**src/rtl/sd_clk_div.sv**
```systemverilog
module sd_clk_div #(
  parameter int DIV_W      = 10,
  parameter int STABLE_CYC = 4
) (
  input  logic             clk,
  input  logic             rst_n,
  input  logic             int_clk_en,
  input  logic [DIV_W-1:0] divisor,
  input  logic             card_clk_en,
  output logic             stable,
  output logic             card_clk
);
  localparam int SW = $clog2(STABLE_CYC + 1);

  logic [DIV_W-1:0] div_q, cnt_q, cnt_nxt, half;
  logic [SW-1:0]    settle_q;
  logic             bypass, div_hi_nxt, gate_q, card_q, fast_gate_q;

  assign bypass     = div_q <= DIV_W'(1);
  assign half       = div_q >> 1;
  assign cnt_nxt    = (!int_clk_en || bypass || cnt_q >= div_q - DIV_W'(1)) ? '0 : cnt_q + DIV_W'(1);
  assign div_hi_nxt = int_clk_en && !bypass && (cnt_nxt < half);
  assign stable     = int_clk_en && (settle_q == SW'(STABLE_CYC));
  assign card_clk   = bypass ? (clk & fast_gate_q) : card_q;

  always_ff @(posedge clk or negedge rst_n) begin
    if (!rst_n) begin
      div_q    <= '0;
      cnt_q    <= '0;
      settle_q <= '0;
      gate_q   <= 1'b0;
      card_q   <= 1'b0;
    end else begin
      if (!int_clk_en) div_q <= divisor;
      cnt_q <= cnt_nxt;
      if (!int_clk_en) settle_q <= '0;
      else if (settle_q != SW'(STABLE_CYC)) settle_q <= settle_q + SW'(1);
      if (!int_clk_en) gate_q <= 1'b0;
      else if (!div_hi_nxt) gate_q <= stable && card_clk_en && !bypass;
      card_q <= div_hi_nxt & gate_q;
    end
  end

  always_ff @(negedge clk or negedge rst_n) begin
    if (!rst_n) fast_gate_q <= 1'b0;
    else        fast_gate_q <= int_clk_en && stable && card_clk_en && bypass;
  end

  p_fresh_enable_r2: assert property (@(posedge clk) disable iff (!rst_n)
    (int_clk_en && !$past(int_clk_en)) |-> !stable);

  p_settle_time_r2: assert property (@(posedge clk) disable iff (!rst_n)
    $rose(stable) |-> ($past(int_clk_en, 1) && $past(int_clk_en, 2) &&
                       $past(int_clk_en, 3) && $past(int_clk_en, 4)));

  p_div_hold_r4: assert property (@(posedge clk) disable iff (!rst_n)
    (int_clk_en && $past(int_clk_en)) |-> $stable(div_q));

  p_quiet_until_stable_r7: assert property (@(posedge clk) disable iff (!rst_n)
    !stable |=> !card_q);

  p_gate_moves_low_r8: assert property (@(posedge clk) disable iff (!rst_n)
    !$stable(gate_q) |-> !card_q);

  p_reset_quiet_r1: assert property (@(posedge clk)
    !rst_n |-> (!stable && !card_q));
endmodule

```
**config.mk**
```make
export PLATFORM = sky130hd
export DESIGN_NAME = sd_clk_div
export DESIGN_NICKNAME = d
export VERILOG_FILES = /design/src/rtl/sd_clk_div.sv
export SDC_FILE = /design/constraint.sdc
export NUM_CORES = 1
export LEC_CHECK = 0
export ABC_AREA = 1
export BUFFER_PORTS_ARGS = -buffer_cell sky130_fd_sc_hd__buf_4
export CORE_UTILIZATION = 53
export CTS_CLUSTER_DIAMETER = 150
export DETAILED_ROUTE_END_ITERATION = 12
export PLACE_DENSITY = 0.84
export SYNTH_ARGS = -nofsm -noshare
export SYNTH_HDL_FRONTEND = slang
export SYNTH_SLANG_ARGS = --single-unit
```
**constraint.sdc**
```tcl
create_clock -name clk -period 3.5 [get_ports clk]
set_clock_uncertainty 0.2 [all_clocks]
set_input_delay 0.7 -clock clk [delete_from_list [all_inputs] [get_ports clk]]
set_output_delay 0.7 -clock clk [all_outputs]
set_load 0.02 [all_outputs]
```
==> results.toml <==
[synthesis]
synth_warnings = 0
async_flop_share_pct = 100
synth_top_family_by_area = "simple AND/OR/NAND/NOR gates"
yosys.area_share.simple_pct = 26.8
synth_cells = 226
yosysSeqAreaShare_pct = 35.2
synth_seq_cells = 26
syn_nets = 263
synthesis.area_sq_um = 1850
netlist.area_leader.share_pct = 33.8
synth_area_per_cell_sq_um = 8.19
yosys_most_used_dff = "dfrtp_1"
synth_adder_area_share_pct = 15.6
synth_edf_count = 0
synth_compound_area_share_pct = 9.26
synth_xor_area_share_pct = 4.73
synth.distinct_cells = 27
synthTopCellsByArea = "dfrtp_1, ha_1, nand2_1, inv_1, o21ai_0"
synth_mux_area_share_pct = 0
synth.largest_area_cell = "dfrtp_1"

[routing]
drt-wirelength-per-cell_um = 14.1
dr.pass1.iters = 4
initialDrtViolationCount = 45
num_vias = 1611
finalWirelength_um = 4360
ant_nets = 0
drc = 0
vias_per_cell = 5.23

[layout]
layout_commonest_cell = "nand2_1"
design_area_sq_um = 2330
n_antenna_cell = 0
drive_gt1_share_pct = 28.6
layout_common_cells = "nand2_1, inv_1, buf_4"
fin_util_pct = 70.0
nets = 300
nFillCells = 254
syn_to_final_growth_pct = 26.2

[timing]
worst_pin_slew_ns = 0.343
finalMaxSlewViolations = 0
setup_slack_ns = -0.271
hold_viol_final = 0
setup_violations = 4
max_slew_margin_pct = 77.1
rsz0062_at_grt = "yes"

[flow_run]
drv_cap = 0

[floorplanning]
start_util_pct = 55.5
die_w_um = 61.1
num_rows = 21
core_area_sq_um = 3340
ioPinCount = 16
die_h_um = 61.1
die-area_sq_um = 3730

[global_route]
antenna_found_initial = 0
grt_first_pass_wirelength_um = 6800
grt_max_degree = 27
globalRoute.totalOverflow = 0
grtUsageTotal_pct = 25.2
grt_pass1_vias = 1535

[hold_path]
hold_start = "divisor[4]"
min_to = "div_q[4]"
hold_class = "in -> reg"
whs_path_depth = 3

[power_and_ir_drop]
pwr-share-clk_pct = 28.3
p_int_mw = 0.501
power.total_mw = 0.736
pwr-share-comb_pct = 26.3
worst_ir_drop_vdd_mv = 0.249
switching_share_pct = 32.0
netSwitchingPower_mw = 0.235
power.density_nw_per_um2 = 315
seqPwrFrac_pct = 45.4
p_leak_nw = 1.18

[placed_design]
portBuffers = 15
hpwl_um = 2990
dpl_cell_area_sq_um = 2110
place_congestion = 0.856

[setup_path]
r2r_slack_ns = -0.21
cpPeakStageDelay_ns = 0.41
r2r_end = "gate_q"
endpoint_kind = "primary output"
crit_family = "flip-flops"
cp_max_fo = 1
cp_data_arrival_time_ns = 2.87
start_kind = "flip-flop"
reg2reg_from = "div_q[3]"
worstSetupPathType = "reg -> out"
worstPathCellList = "nand3_1 > nand2_1 > buf_6"
required_ns = 2.60
rr_worst_depth = 22
crit_slowest_cell = "dfrtn_1"
crit_buf_inv = 1

[run_status]
violations = "negative setup slack"
status = "finished, violations left"

[clock_network]
cts_tree = "yes"
clk_latency_ns = 0.44
clk_pin_slew_ns = 0.15
-- layer usage --
layer / vias to the layer above / GRT usage, % / part of all wire, %
met5: - / 0 / 0
met4: 0 / 12.3 / 2.2
met3: 10 / 4.20 / 2.0
met2: 24 / 42.2 / 53
met1: 780 / 31.6 / 43
li1: 797 / - / -
-- cell families (layout without fill, tap and decap cells) --
group,Yosys count,count (layout)
buf+inv,42,78
xor+xnor,10,10
fa+ha+maj,23,23
simple gates,98,98
compound gates,27,27
flops,26,26
-- worst reg2reg max path, stage by stage (launching register included) --
cell,delay [ns]
dfrtp_1,0.44
nor2_4,0.12
buf_4,0.16
nand3_2,0.12
nor3_2,0.22
xor2_1,0.20
ha_1,0.27
nand2_2,0.10
inv_1,0.05
nand2_1,0.09
nand2_2,0.07
a21oi_4,0.16
nand2_4,0.15
nor2_4,0.15
ha_4,0.22
a21oi_2,0.12
nor2_1,0.06
nor3_2,0.27
o211ai_1,0.16
inv_1,0.13
nand2_1,0.06
nand2_1,0.06
nand2_1,0.05
-- flip-flops by register name, indices dropped and copies added, names as in the netlist --
name and flops:
cnt_q 10, gate_q 1, fast_gate_q 1, card_q 1, div_q 10, settle_q 3
-- timing repair --
item	in CTS	in global routing
hold endpoints to repair	25	0
endpoints found under the setup margin	4	5
setup buffers	0	3
hold buffers	1	0
cloned	0	0
pin swaps	0	12
gates resized for setup	8	18
-- area by class of cell --
type | instances | area [sq um] | area share [%]
multi-input combinational | 158 | 1170 | 49.9
sequential | 26 | 651 | 27.9
timing repair buffer | 30 | 240 | 10.3
inverter | 40 | 150 | 6.43
clock buffer | 8 | 70.1 | 3.00
tap | 46 | 57.6 | 2.47
-- worst max-delay path by stage --
stage | slack (ns) | startpoint | cells after the start | to
2_1_floorplan | 0.05 | div_q[2] | 22 | gate_q
3_3_place_gp | -0.002 | div_q[0] | 22 | gate_q
3_5_place_dp | -0.1 | div_q[0] | 21 | gate_q
4_1_cts | -0.28 | fast_gate_q | 3 | card_clk
5_1_grt | -0.35 | div_q[1] | 22 | gate_q
6_report | -0.27 | fast_gate_q | 3 | card_clk
-- cell usage after synthesis, types with 3 or more instances --
cell     number
a21oi_1       6
a31oi_1       3
dfrtp_1      25
ha_1         23
inv_1        40
nand2_1      44
nand2_2       4
nand3_1       8
nand4_1       3
nor2_1       16
nor2_2        3
nor2_4        5
nor3_1        9
o21ai_0      13
xnor2_1       3
xor2_1        7
-- metrics by stage --
stage / worst slack, ns / TNS (ns) / instances / hold slack [ns]
floorplan: 0.0528 / 0 / 226 / 0.204
global placement: -0.00185 / -0.00185 / 297 / 0.273
detailed placement: -0.0999 / -0.195 / 297 / 0.289
CTS: -0.280 / -0.280 / 305 / 0.252
global route: -0.355 / -0.994 / 308 / 0.239
finish: -0.271 / -0.638 / 308 / 0.254
-- power groups by stage --
| stage | clock (mW) | combinational, mW | sequential, mW |
|---|---|---|---|
| final | 0.208 | 0.194 | 0.334 |
| after floorplan | 0.000176 | 0.111 | 0.336 |
| after global routing | 0.223 | 0.217 | 0.336 |
| after detailed placement | 0.000313 | 0.171 | 0.338 |
| after CTS | 0.210 | 0.175 | 0.333 |
| after global placement | 0.000313 | 0.165 | 0.337 |
(Power assumes the default switching activity.)
